### config.mk
export PLATFORM = sky130hd
export DESIGN_NAME = pca_top
export DESIGN_NICKNAME = d
export VERILOG_FILES = /design/src/rtl/pca_pkg.sv /design/src/rtl/pca_timebase.sv /design/src/rtl/pca_channel.sv /design/src/rtl/pca_top.sv
export SDC_FILE = /design/constraint.sdc
export NUM_CORES = 1
export LEC_CHECK = 0
export BUFFER_PORTS_ARGS = -buffer_cell sky130_fd_sc_hd__buf_4
export CAP_MARGIN = 20
export CORE_MARGIN = 2
export CORE_UTILIZATION = 45
export DETAILED_ROUTE_END_ITERATION = 16
export GPL_TIMING_DRIVEN = 0
export PLACE_DENSITY = 0.62
export SLEW_MARGIN = 20
export SYNTH_ARGS = -nofsm -noshare
export SYNTH_HDL_FRONTEND = slang
export SYNTH_SLANG_ARGS = --single-unit
export TNS_END_PERCENT = 20
### constraint.sdc
create_clock -name clk -period 2.7 [get_ports clk]
set_clock_uncertainty 0.05 [all_clocks]
set_input_delay 0.54 -clock clk [delete_from_list [all_inputs] [get_ports clk]]
set_output_delay 0.54 -clock clk [all_outputs]
set_load 0.01 [all_outputs]
### src/rtl/pca_pkg.sv
package pca_pkg;
  localparam int ADDR_W      = 5;
  localparam int ADDR_CTL    = 0;
  localparam int ADDR_FLAGS  = 1;
  localparam int ADDR_CNT_LO = 2;
  localparam int ADDR_CNT_HI = 3;
  localparam int BASE_MODE   = 8;
  localparam int BASE_VAL_LO = 16;
  localparam int BASE_VAL_HI = 24;

  typedef struct packed {
    logic irq_en;
    logic pwm;
    logic toggle;
    logic match;
    logic cmp;
    logic cap_fall;
    logic cap_rise;
  } mode_t;

  typedef struct packed {
    logic       wdog_en;
    logic       ovf_irq_en;
    logic [1:0] src;
    logic       idle_stop;
    logic       run;
  } ctl_t;
endpackage

### src/rtl/pca_timebase.sv
module pca_timebase #(
  parameter int PRESC_DIV   = 4,
  parameter int SYNC_STAGES = 2,
  parameter int CNT_W       = 16
) (
  input  logic             clk,
  input  logic             rst,
  input  pca_pkg::ctl_t    ctl,
  input  logic             idle_i,
  input  logic             ext_i,
  input  logic             wr_lo,
  input  logic             wr_hi,
  input  logic [7:0]       wr_data,
  input  logic             flag_wr,
  input  logic             flag_wbit,
  output logic [CNT_W-1:0] count,
  output logic             stepped,
  output logic             cl_wrap,
  output logic             ovf_flag
);
  localparam int PW = (PRESC_DIV > 1) ? $clog2(PRESC_DIV) : 1;

  logic [PW-1:0]          pre_q;
  logic [SYNC_STAGES-1:0] ext_sync;
  logic                   ext_prev;
  logic                   src_tick, tick, any_wr;

  assign any_wr = wr_lo | wr_hi;

  always_comb begin
    case (ctl.src)
      2'd0:    src_tick = 1'b1;
      2'd1:    src_tick = (pre_q == PW'(PRESC_DIV - 1));
      2'd2:    src_tick = ext_sync[SYNC_STAGES-1] & ~ext_prev;
      default: src_tick = 1'b0;
    endcase
  end

  assign tick    = ctl.run & ~(ctl.idle_stop & idle_i) & src_tick;
  assign cl_wrap = tick & ~any_wr & (count[7:0] == 8'hFF);

  always_ff @(posedge clk) begin
    if (rst) begin
      pre_q    <= '0;
      ext_sync <= '0;
      ext_prev <= 1'b0;
      count    <= '0;
      stepped  <= 1'b0;
      ovf_flag <= 1'b0;
    end else begin
      pre_q    <= (pre_q == PW'(PRESC_DIV - 1)) ? '0 : pre_q + 1'b1;
      ext_sync <= {ext_sync[SYNC_STAGES-2:0], ext_i};
      ext_prev <= ext_sync[SYNC_STAGES-1];
      stepped  <= tick & ~any_wr;
      if (wr_lo) count[7:0]        <= wr_data;
      if (wr_hi) count[CNT_W-1:8]  <= wr_data[CNT_W-9:0];
      if (tick && !any_wr) count   <= count + 1'b1;
      if (flag_wr) ovf_flag <= flag_wbit;
      if (tick && !any_wr && (count == {CNT_W{1'b1}})) ovf_flag <= 1'b1;
    end
  end
endmodule

### src/rtl/pca_channel.sv
module pca_channel #(
  parameter int  SYNC_STAGES = 2,
  parameter int  CNT_W       = 16,
  parameter bit  IS_WDOG     = 1'b0
) (
  input  logic             clk,
  input  logic             rst,
  input  pca_pkg::mode_t   mode,
  input  logic             wr_lo,
  input  logic             wr_hi,
  input  logic [7:0]       wr_data,
  input  logic             flag_wr,
  input  logic             flag_wbit,
  input  logic [CNT_W-1:0] count,
  input  logic             stepped,
  input  logic             cl_wrap,
  input  logic             wdog_en,
  input  logic             cex_i,
  output logic [CNT_W-1:0] val,
  output logic             flag,
  output logic             cex_o,
  output logic             wdog_req
);
  logic [SYNC_STAGES-1:0] sync_q;
  logic                   prev_q;
  logic                   rise, fall, cap_hit, hit, pwm_on;

  assign rise    = sync_q[SYNC_STAGES-1] & ~prev_q;
  assign fall    = ~sync_q[SYNC_STAGES-1] & prev_q;
  assign cap_hit = (mode.cap_rise & rise) | (mode.cap_fall & fall);
  assign hit     = mode.cmp & mode.match & stepped & (count == val);
  assign pwm_on  = mode.cmp & mode.pwm;

  always_ff @(posedge clk) begin
    if (rst) begin
      sync_q <= '0;
      prev_q <= 1'b0;
      val    <= '0;
      flag   <= 1'b0;
      cex_o  <= 1'b0;
    end else begin
      sync_q <= {sync_q[SYNC_STAGES-2:0], cex_i};
      prev_q <= sync_q[SYNC_STAGES-1];
      if (pwm_on && cl_wrap) val[7:0] <= val[15:8];
      if (cap_hit) val <= count;
      if (wr_lo) val[7:0]        <= wr_data;
      if (wr_hi) val[CNT_W-1:8]  <= wr_data[CNT_W-9:0];
      if (flag_wr) flag <= flag_wbit;
      if (cap_hit || hit) flag <= 1'b1;
      if (pwm_on) cex_o <= (count[7:0] >= val[7:0]);
      else if (mode.toggle && hit) cex_o <= ~cex_o;
    end
  end

  generate
    if (IS_WDOG) begin : g_wdog
      always_ff @(posedge clk) begin
        if (rst) wdog_req <= 1'b0;
        else     wdog_req <= wdog_en & hit;
      end
    end else begin : g_plain
      assign wdog_req = 1'b0;
    end
  endgenerate
endmodule

### src/rtl/pca_top.sv
module pca_top #(
  parameter int NMOD        = 5,
  parameter int PRESC_DIV   = 4,
  parameter int SYNC_STAGES = 2
) (
  input  logic                 clk,
  input  logic                 rst,
  input  logic                 wr_en,
  input  logic [4:0]           wr_addr,
  input  logic [7:0]           wr_data,
  input  logic                 idle_i,
  input  logic                 ext_clk_i,
  input  logic [NMOD-1:0]      cex_i,
  output logic [15:0]          count_o,
  output logic [NMOD*16-1:0]   val_o,
  output logic [NMOD-1:0]      flags_o,
  output logic                 ovf_flag_o,
  output logic                 irq_o,
  output logic [NMOD-1:0]      cex_o,
  output logic                 wdog_rst_o
);
  import pca_pkg::*;
  localparam int CNT_W = 16;

  ctl_t            ctl_q;
  mode_t           mode_q [NMOD];
  logic [NMOD-1:0] wdog_vec, irq_en_vec;
  logic            stepped, cl_wrap, flag_wr;
  logic            idle_stop_q;

  assign flag_wr     = wr_en && (wr_addr == ADDR_W'(ADDR_FLAGS));
  assign idle_stop_q = ctl_q.idle_stop;

  always_ff @(posedge clk) begin
    if (rst) ctl_q <= '0;
    else if (wr_en && wr_addr == ADDR_W'(ADDR_CTL)) ctl_q <= ctl_t'(wr_data[5:0]);
  end

  pca_timebase #(.PRESC_DIV(PRESC_DIV), .SYNC_STAGES(SYNC_STAGES), .CNT_W(CNT_W)) u_tb (
    .clk(clk), .rst(rst), .ctl(ctl_q), .idle_i(idle_i), .ext_i(ext_clk_i),
    .wr_lo(wr_en && wr_addr == ADDR_W'(ADDR_CNT_LO)),
    .wr_hi(wr_en && wr_addr == ADDR_W'(ADDR_CNT_HI)),
    .wr_data(wr_data), .flag_wr(flag_wr), .flag_wbit(wr_data[7]),
    .count(count_o), .stepped(stepped), .cl_wrap(cl_wrap), .ovf_flag(ovf_flag_o)
  );

  generate
    for (genvar g = 0; g < NMOD; g++) begin : g_ch
      always_ff @(posedge clk) begin
        if (rst) mode_q[g] <= '0;
        else if (wr_en && wr_addr == ADDR_W'(BASE_MODE + g)) mode_q[g] <= mode_t'(wr_data[6:0]);
      end
      assign irq_en_vec[g] = mode_q[g].irq_en;

      pca_channel #(.SYNC_STAGES(SYNC_STAGES), .CNT_W(CNT_W), .IS_WDOG(g == NMOD - 1)) u_ch (
        .clk(clk), .rst(rst), .mode(mode_q[g]),
        .wr_lo(wr_en && wr_addr == ADDR_W'(BASE_VAL_LO + g)),
        .wr_hi(wr_en && wr_addr == ADDR_W'(BASE_VAL_HI + g)),
        .wr_data(wr_data), .flag_wr(flag_wr), .flag_wbit(wr_data[g]),
        .count(count_o), .stepped(stepped), .cl_wrap(cl_wrap), .wdog_en(ctl_q.wdog_en),
        .cex_i(cex_i[g]), .val(val_o[g*16 +: 16]), .flag(flags_o[g]),
        .cex_o(cex_o[g]), .wdog_req(wdog_vec[g])
      );
    end
  endgenerate

  assign wdog_rst_o = |wdog_vec;

  always_ff @(posedge clk) begin
    if (rst) irq_o <= 1'b0;
    else     irq_o <= |(flags_o & irq_en_vec) | (ovf_flag_o & ctl_q.ovf_irq_en);
  end
endmodule

# Word level (Yosys, flattened, before mapping)
# Memory sizes are Yosys's and may differ from the RTL's.
# Index checks and enable logic that the tools add are counted.
# word_totals
regBits	136
ram_bits	35
inputBits	23
output_inout_bits	109
word_cells	291
memories	1
# op_classes
add_sub_neg	2
order_cmp	5
n_eq_ne	28
muxes	68
n_bitwise	79
reduce_logical	64
# mem_list
memory	words	word_bits	rd	rd_ports_with_merged_regs	wr	line_no	rtl
mode_q	5	7	5	0	5	pca_top.sv:26	mode_t mode_q [NMOD];
# op_table
op	n
8-bit two-way mux	17
16-bit two-way mux	6
16-bit equality test	5
5-bit equality test, second input constant	10
1-bit bitwise AND	48
8-bit >= comparator	5
1-bit two-way mux	39
2-bit nonzero test	18
7-bit two-way mux	5
1-bit logical AND	31
5-bit by 4-bit equality test with 1-bit output, second input constant	5
1-bit NOT	18
16-bit by 1-bit adder with 16-bit output, second input constant	1
16-bit equality test, second input constant	1
3-bit nonzero test	5
1-bit OR	12
5-bit by 2-bit equality test with 1-bit output, second input constant	2
8-bit equality test, second input constant	1
5-bit bitwise AND	1
5-bit by 1-bit equality test with 1-bit output, second input constant	1
5-bit logical NOT	1
1-bit logical OR	5
5-bit OR reduction	1
2-bit equality test, second input constant	2
6 further kinds	6

# Depth between registers and ports, before layout
# Gate-level depths: netlist of the first run.
# depth
depth_word	10
mapped_depth	8
depth_no_buf	7

# Hierarchy
# Synthesis of the first run repeated with hierarchy kept, for this count alone.
# hier_totals
hier_cells	1053
area_unflattened_um2	9618.0
# by_module_without_submodules
module	n_inst	cells_each	area_per_inst_um2	seq_area_each_um2
pca_channel at g_ch[0].u_ch ...	4	151	1315.0	420.4
pca_top	1	143	1794.2	1191.1
pca_channel at g_ch[4].u_ch	1	160	1360.1	440.4
pca_timebase	1	146	1203.7	460.4

# Worst setup path before layout of the first run
# Ideal clock, no wire load.
# synth_timing
path_type	reg2reg
from	reg u_tb.count[1]
to	reg u_tb.ovf_flag
setup_time_ns	0.070
t_arrival_ns	2.064
required_ns	2.580
path_slack_ns	0.515
stages_incl_launch_ff	7
n_path_buf	0
synth_period_minus_slack_ns	2.185
cell_sequence	dfxtp_1 -> ha_1 -> nand3_1 -> nor4_1 -> nand3_1 -> or4_1 -> a21oi_1
# synth_between
elab_chain_len	3
word_cells_on_any_way	4
cone_classes	1 x eq/ne; 1 x mux; 2 x reduce/logical
# synth_lines
item	line_no	rtl
start, declared	pca_timebase.sv:16	output logic [CNT_W-1:0] count,
start signal, assigned	pca_timebase.sv:55	if (wr_lo) count[7:0] <= wr_data;
start signal, assigned by index	pca_timebase.sv:56	if (wr_hi) count[CNT_W-1:8] <= wr_data[CNT_W-9:0];
start signal, assigned	pca_timebase.sv:57	if (tick && !any_wr) count <= count + 1'b1;
16-bit equality test (*)	pca_timebase.sv:59	if (tick && !any_wr && (count == {CNT_W{1'b1}})) ovf_flag <= 1'b1;
1-bit logical AND (*)	pca_timebase.sv:59	
1-bit two-way mux / 2-bit nonzero test (equally long branches)	--	
end signal, assigned	pca_timebase.sv:58	if (flag_wr) ovf_flag <= flag_wbit;
end, declared	pca_timebase.sv:19	output logic ovf_flag
# Every way passes the cells marked *; elsewhere a longest branch is shown, timed or not.
# A chain may end at the register's enable or synchronous reset.

# Final worst setup path of the first run
# layout_timing
from	reg u_tb.count[14]
to	reg g_ch[4].u_ch.cex_o
# layout_between
elab_chain_len	4
# layout_lines
item	line_no	rtl
16-bit equality test	pca_channel.sv:31	assign hit = mode.cmp & mode.match & stepped & (count == val);
1-bit bitwise AND	pca_channel.sv:31	
1-bit logical AND	pca_channel.sv:51	else if (mode.toggle && hit) cex_o <= ~cex_o;
2-bit nonzero test (no source line)	--	
end signal, assigned	pca_channel.sv:50	if (pwm_on) cex_o <= (count[7:0] >= val[7:0]);
end signal, assigned	pca_channel.sv:51	
end, declared	pca_channel.sv:21	output logic cex_o,
# No other way between the ends.

==> results of run 1 <==
flip-flops by register name (all words and copies together), names as in the netlist, 2 cells and up:
register,count
u_tb.count,16
u_tb.ext_sync,2
g_ch.u_ch.sync_q,10
g_ch.u_ch.flag,5
mode_q,35
u_tb.pre_q,2
ctl_q,5
g_ch.u_ch.val,80
g_ch.u_ch.cex_o,5
g_ch.u_ch.prev_q,5
critical path: cells and delay by family, from the launching register on:
family	cells	cell delay [ns]
simple gates	2	0.66
flops	1	0.39
compound gates	1	0.23
xor+xnor	2	0.31
buf+inv	2	1.00
metrics by stage:
stage,power [mW],worst slack [ns],cell area [um2],hold WS [ns]
floorplan,3.12,0.515,9310,0.358
global placement,3.37,-0.339,10600,0.369
detailed placement,3.38,-0.322,10600,0.370
CTS,5.99,-0.0327,11200,0.264
global route,6.16,-0.0681,11300,0.262
finish,6.01,-0.0422,11300,0.260
cells by family (layout without fill, tap and decap cells):
family                     count (synthesis)  after routing
adders and majority gates                 42             42
and+or+nand+nor                          358            358
DFF                                      171            171
xor gates and xnor gates                  46             46
muxes                                     69             69
buffers and inverters                    128            286
AOI/OAI and AO/OA                        222            222
worst max-delay path by stage:
| stage | from | endpoint | cells past startpoint |
|---|---|---|---|
| detailed placement | u_tb.count[3] | g_ch[3].u_ch.val[5] | 6 |
| global placement | u_tb.count[3] | g_ch[3].u_ch.val[1] | 6 |
| CTS | u_tb.count[6] | u_tb.count[15] | 6 |
| global route | u_tb.count[14] | g_ch[4].u_ch.cex_o | 7 |
| finish | u_tb.count[14] | g_ch[4].u_ch.cex_o | 7 |
| floorplan | u_tb.count[1] | u_tb.ovf_flag | 6 |
power by group:
group | total [mW] | switching, mW | internal, mW
combinational | 0.574 | 0.355 | 0.219
clock | 2.67 | 1.12 | 1.55
sequential | 2.76 | 0.0689 | 2.69
total | 6.01 | 1.54 | 4.46
routing by layer:
layer / share of wire (%) / routed length (um)
met1: 42 / 14700
met2: 44 / 15500
met3: 9.7 / 3400
met4: 4.1 / 1460
met5: 0 / 0
cell type report:
class                           instances  share of cell area (%)
Tap cell                              270                    2.99
Inverter                               43                    1.46
Multi-Input combinational cell        737                    44.7
Sequential cell                       171                    33.5
Clock buffer                           17                    3.77
Timing Repair Buffer                  127                    8.45
Clock inverter                         14                    1.72
Buffer                                 85                    3.40
cells in the final DEF, fill, tap and decap left out, drive strengths merged, types with 31 or more instances in the layout:
master / instances
dfxtp: 136
a21oi: 31
nand3: 42
and2: 39
a211oi: 56
nor2: 69
clkbuf: 79
nand2: 82
mux2i: 68
edfxtp: 35
buf: 150
ha: 42
xor2: 45
o21ai: 50
inv: 45
repair_timing:
action,4_1_cts,5_1_grt
setup endpoints to repair,47,35
resized for setup,7,14
pin swaps,0,0
setup buffers,2,0
==> results.ini, run 1 <==
[min_path]
hp-start=cex_i[0]
hold_end=g_ch[0].u_ch.sync_q[0]
hold_class=primary input to flop
min_path_cells=2

[logic_synthesis]
yosysTopAreaCellShare_pct=29.2
synth-seq-cells=171
synth-simple-area-share_pct=20.2
synth_top_cell_by_area=dfxtp_1
synth-compound-area-share_pct=16.1
synth_commonest_cells=dfxtp_1, nand2_1, nor2_1, mux2i_1, clkbuf_1
yosysWarnings=0
syn_nets=1101
synth_xor_area_share_pct=4.33
syn_area_um2=9310
synth-edff-count=35
synth.most_common_cell=dfxtp_1
syn_area_per_cell_um2=8.99
synth_ff_type=dfxtp_1
syn_inst=1036
synth_area_leaders=dfxtp_1, edfxtp_1, mux2i_1
synth_mux_area_share_pct=7.43
synthAdderAreaFrac_pct=5.65
synth_top_family_by_area=simple AND/OR/NAND/NOR gates
ys_async_sr_fraction_pct=0
synth_cell_types=59
synth-seq-area-share_pct=40.5

[clock_network]
clock_path_buffers=2
cts_root_buf=clkbuf_16
clock-sinks=171
cts_inserted_buffers=17
htreeDepth=4
holdBufCountCts=0
path_clk_slew_ns=0.07
insertion_delay_ns=0.44
cts_tree=built

[die]
rows=52
die_height_um=148
coreArea_um2=20300
dieArea_um2=21900
die_x_um=148
start_util_pct=45.9
ios=132

[final_layout]
final_util_pct=55.6
drive_above_1_share_pct=17.7
final_nets=1247
final-seq-area_um2=3780
finalNonFillerCells=1464
syn2layout_area_growth_pct=21.2
fill_cells=1938
multiInputGateArea_um2=5040
diodes=0

[setup_path]
regToRegStartpoint=u_tb.count[14]
startpoint_type=flop
cp_max_fo=10
reg2reg_to=g_ch[4].u_ch.cex_o
crit_path_end_kind=flop
worstSetupPathType=flop to flop
critical-path-max-stage-delay_ns=0.57
rrSetupSlack_ns=-0.04
r2r_cells=7
cp.arrival_ns=3.03
critPathSlowestCell=clkbuf_1
crit_chain=clkbuf_1 -> clkbuf_1 -> xor2_1 -> nor4_1 -> nand4_1 -> xor2_1 -> a211oi_1
worstPathRequired_ns=2.99

[sta]
finalMaxSlewViolations=0
rsz0062_at_grt=true
slew_headroom_pct=30.3
fin_setup_tns_ns=-0.0422
setup-violations-final=1
worstMarginPinSlew_ns=1.05
max_freq_mhz=365
period_needed_ns=2.74
report.final.hold_viol_count=0
finalCritPeriodShare_pct=102
postLayoutSetupSlackWorst_ns=-0.0422

[global_routing]
grt_max_degree=17
antenna_found_initial=0
grtUsageTotal_pct=31.6
grt_pass1_wl_mm=51.6
globalRouteMet2Util_pct=48.5
grt_pass1_vias=8220
grt_overflow_total=0
top_usage_layer=met2
met3_usage_pct=6.05
use_met1_pct=44.1

[drt]
firstDrtPassIters=5
wl_per_cell_um=24.0
route.vias.total=8872
wirelength_mm=35.1
viasPerCell=6.06
drc_errors=0
drtIter0Drc=1038
ant_nets=0

[place]
io_buffer_count=125
gp_congestion=0.950
place_hpwl_mm=24.5
dp.cells=1431

[power_and_ir_drop]
powerDensity_nw_per_um2=532
p_leak_nw=4.74
peakVddDrop_mv=0.437

[run]
cap_violations=0

[run_status]
violations=negative setup slack
outcome=finished with violations

No activity file was read; power rests on OpenSTA's default activity.
==> inputs of run 2 (changes only) <==
ABC_AREA = 1   (was default)
==> run 2 against run 1 <==
- synthesized cell count is 44% higher
- the run now ends clean
- critical path type unchanged
- largest power group unchanged
- clock power shrank 4%
- clock-buffer cell count did not move
- cell count rose by 33%
==> results.ini, run 2 <==
[run_status]
outcome=completed

[drt]
drc_errors=0  ; unchanged
viasPerCell=5.54  ; -8.5%
drtIter0Drc=1142  ; +10%
ant_nets=0  ; unchanged
wl_per_cell_um=20.5  ; -14%
firstDrtPassIters=6  ; +1
route.vias.total=10753  ; +21%
wirelength_mm=39.8  ; +13%

[sta]
worstMarginPinSlew_ns=1.15  ; +0.104 ns
holdWs_ns=0.246  ; -0.0142 ns
finalMaxSlewViolations=0  ; unchanged
setup-violations-final=0  ; -1
period_needed_ns=2.60  ; -0.146 ns
finalCritPeriodShare_pct=96.2  ; -5.4 points
rsz0062_at_grt=true
report.final.hold_viol_count=0  ; unchanged
slew_headroom_pct=23.4  ; -6.9 points
max_freq_mhz=385  ; +5.6%

[power_and_ir_drop]
p_leak_nw=5.54  ; +17%
power_switching_mw=1.94  ; +26%
p_comb_share_pct=15.0  ; +5.4 points
p_int_mw=4.38  ; -1.8%
powerDensity_nw_per_um2=529  ; -0.61%
p_clk_share_pct=40.5  ; -4.0 points
switching_share_pct=30.7  ; +5.0 points
power.total_mw=6.33  ; +5.3%
pwr-share-seq_pct=44.5  ; -1.5 points
peakVddDrop_mv=0.372  ; -15%

[final_layout]
largest_reg_flops=80  ; unchanged
largest_register=g_ch.u_ch.val
final_cell_mix=nand2_1, inv_1, nor2_1
fill_cells=2246  ; +16%
final_nets=1712  ; +37%
reg_top3=g_ch.u_ch.val (80), mode_q (35), u_tb.count (16)
multiInputGateArea_um2=5140  ; +2.0%
diodes=0  ; unchanged
drive_above_1_share_pct=13.7  ; -4.0 points
finalNonFillerCells=1940  ; +33%
layout.cells.most_common=nand2_1
fin_area_um2=12000  ; +6.0%
syn2layout_area_growth_pct=19.4
final-seq-area_um2=3780  ; about the same

[global_routing]
grt_pass1_vias=9563  ; +16%
grt_overflow_total=0  ; unchanged
antenna_found_initial=0  ; unchanged
grt_max_degree=19  ; +2
grt_pass1_wl_mm=58.7  ; +14%
grtUsageTotal_pct=33.4  ; +1.8 points

[die]
die_x_um=153  ; +3.6%
ios=132  ; unchanged
coreArea_um2=21800  ; +7.5%
dieArea_um2=23500  ; +7.4%
rows=54  ; +3.8%
start_util_pct=45.9  ; about the same
die_height_um=153  ; +3.6%

[logic_synthesis]
synth-edff-count=35  ; unchanged
synth_cell_types=45  ; -24%
synth_area_leaders=dfxtp_1, nand2_1, edfxtp_1
synth.most_common_cell=nand2_1
syn_area_per_cell_um2=6.69  ; -26%
syn_area_um2=10000  ; +7.6%
synth_commonest_cells=nand2_1, inv_1, nor2_1, dfxtp_1, o21ai_0
synth_ff_type=dfxtp_1
synth-seq-cells=171  ; unchanged
synth-seq-area-share_pct=37.7  ; -2.9 points
yosysTopAreaCellShare_pct=27.2  ; -2.1 points
syn_inst=1497  ; +44%
ys_async_sr_fraction_pct=0  ; unchanged
syn_nets=1562  ; +42%
synth_top_cell_by_area=dfxtp_1
yosysWarnings=0  ; unchanged

[setup_path]
crit_path_end_kind=flop
worstSetupPathType=flop to flop
cp_max_fo=10  ; unchanged
cp.arrival_ns=2.89  ; -0.14 ns
worstPathRequired_ns=3.00  ; about the same
startpoint_type=flop

[clock_network]
cts_inserted_buffers=17  ; unchanged
htreeDepth=4  ; unchanged
holdBufCountCts=0  ; unchanged
clock-sinks=171  ; unchanged
insertion_delay_ns=0.44  ; about the same
cts_tree=built
clock_path_buffers=2  ; unchanged
post_cts_buffers=0  ; -2
path_clk_slew_ns=0.07  ; about the same
cts_root_buf=clkbuf_16

[place]
io_buffer_count=131  ; +4.8%
place_hpwl_mm=28.2  ; +15%
gp_congestion=0.980  ; +3.2%
dp.cells=1908  ; +33%
placed_area_um2=11300  ; +7.2%

[min_path]
hold_class=primary input to flop

[run]
cap_violations=0  ; unchanged

## run 2: cell count changes after synthesis, sizes merged, moves of 47 or more
cell | previous run | this run
inv | 43 | 202
nand2 | 82 | 428
a211oi | 56 | 9
o21ai | 50 | 127
nor2 | 69 | 201
mux2i | 68 | 1
## run 2: cell families (layout without fill, tap and decap cells)
logic type               Yosys count  after routing  share of synthesized area, %
multiplexers                       1              1                        0.0999
AO/OA/AOI/OAI                    257            257                          13.8
adder cells (fa/ha/maj)           42             42                          5.25
buffers and inverters            274            437                          11.0
flip-flops                       171            171                          37.7
XOR/XNOR                          16             16                          1.40
AND/OR/NAND/NOR                  736            736                          30.8
## run 2: area by class of cell
class	count	share of cell area (%)
Timing Repair Buffer	131	8.23
Multi-Input combinational cell	1052	43.0
Buffer	68	2.72
Sequential cell	171	31.6
Inverter	206	6.48
Clock inverter	15	1.47
Clock buffer	17	3.56
Tap cell	280	2.93
## run 2: through the flow
| step | util (%) | setup slack, ns | setup TNS, ns |
|---|---|---|---|
| 2_1_floorplan | - | 0.850 | 0 |
| 3_3_place_gp | 52.0 | -0.0717 | -1.17 |
| 3_5_place_dp | 52.0 | -0.107 | -2.16 |
| 4_1_cts | 54.8 | 0.0371 | 0 |
| 5_1_grt | 54.8 | -0.0186 | -0.0186 |
| 6_report | 54.8 | 0.104 | 0 |
## run 2: worst paths after layout
kind	from	endpoint	slack [ns]	depth (start not counted)
hold reg to reg	g_ch[2].u_ch.sync_q[0]	g_ch[2].u_ch.sync_q[1]	0.35	2
setup reg to reg	u_tb.count[0]	g_ch[2].u_ch.cex_o	0.10	11
hold / removal	ext_clk_i	u_tb.ext_sync[0]	0.25	3
setup / recovery	u_tb.count[0]	g_ch[2].u_ch.cex_o	0.10	11
## run 2: power groups by stage
| stage | logic (mW) | clock network [mW] | registers [mW] |
|---|---|---|---|
| 2_1_floorplan | 0.519 | 0 | 2.87 |
| 3_3_place_gp | 0.910 | 0 | 2.87 |
| 3_5_place_dp | 0.923 | 0 | 2.88 |
| 4_1_cts | 0.927 | 2.57 | 2.82 |
| 5_1_grt | 1.04 | 2.67 | 2.83 |
| 6_report | 0.946 | 2.56 | 2.82 |
## run 2: routing by layer
metal / share of wire (%) / wire length [um] / vias up / track usage, %
li1: - / - / 5092 / -
met1: 42 / 16600 / 4939 / 46.7
met2: 43 / 17000 / 609 / 49.2
met3: 11 / 4330 / 113 / 6.72
met4: 4.7 / 1880 / 0 / 15.9
met5: 0 / 0 / - / 0
## run 2: repair_timing
action	CTS	global route
endpoints found under the setup margin	35	44
gates resized for setup	2	2
gates cloned	0	0
## run 2: critical path: stages (launching register included)
cell     delay (ns)
dfxtp_1        0.48
inv_1          0.41
ha_1           0.44
nand4_1        0.10
nor2_1         0.18
nand2_1        0.07
nor2_1         0.41
nand3_1        0.13
nand2_1        0.08
nand3_1        0.06
nand2_1        0.07
inv_1          0.03
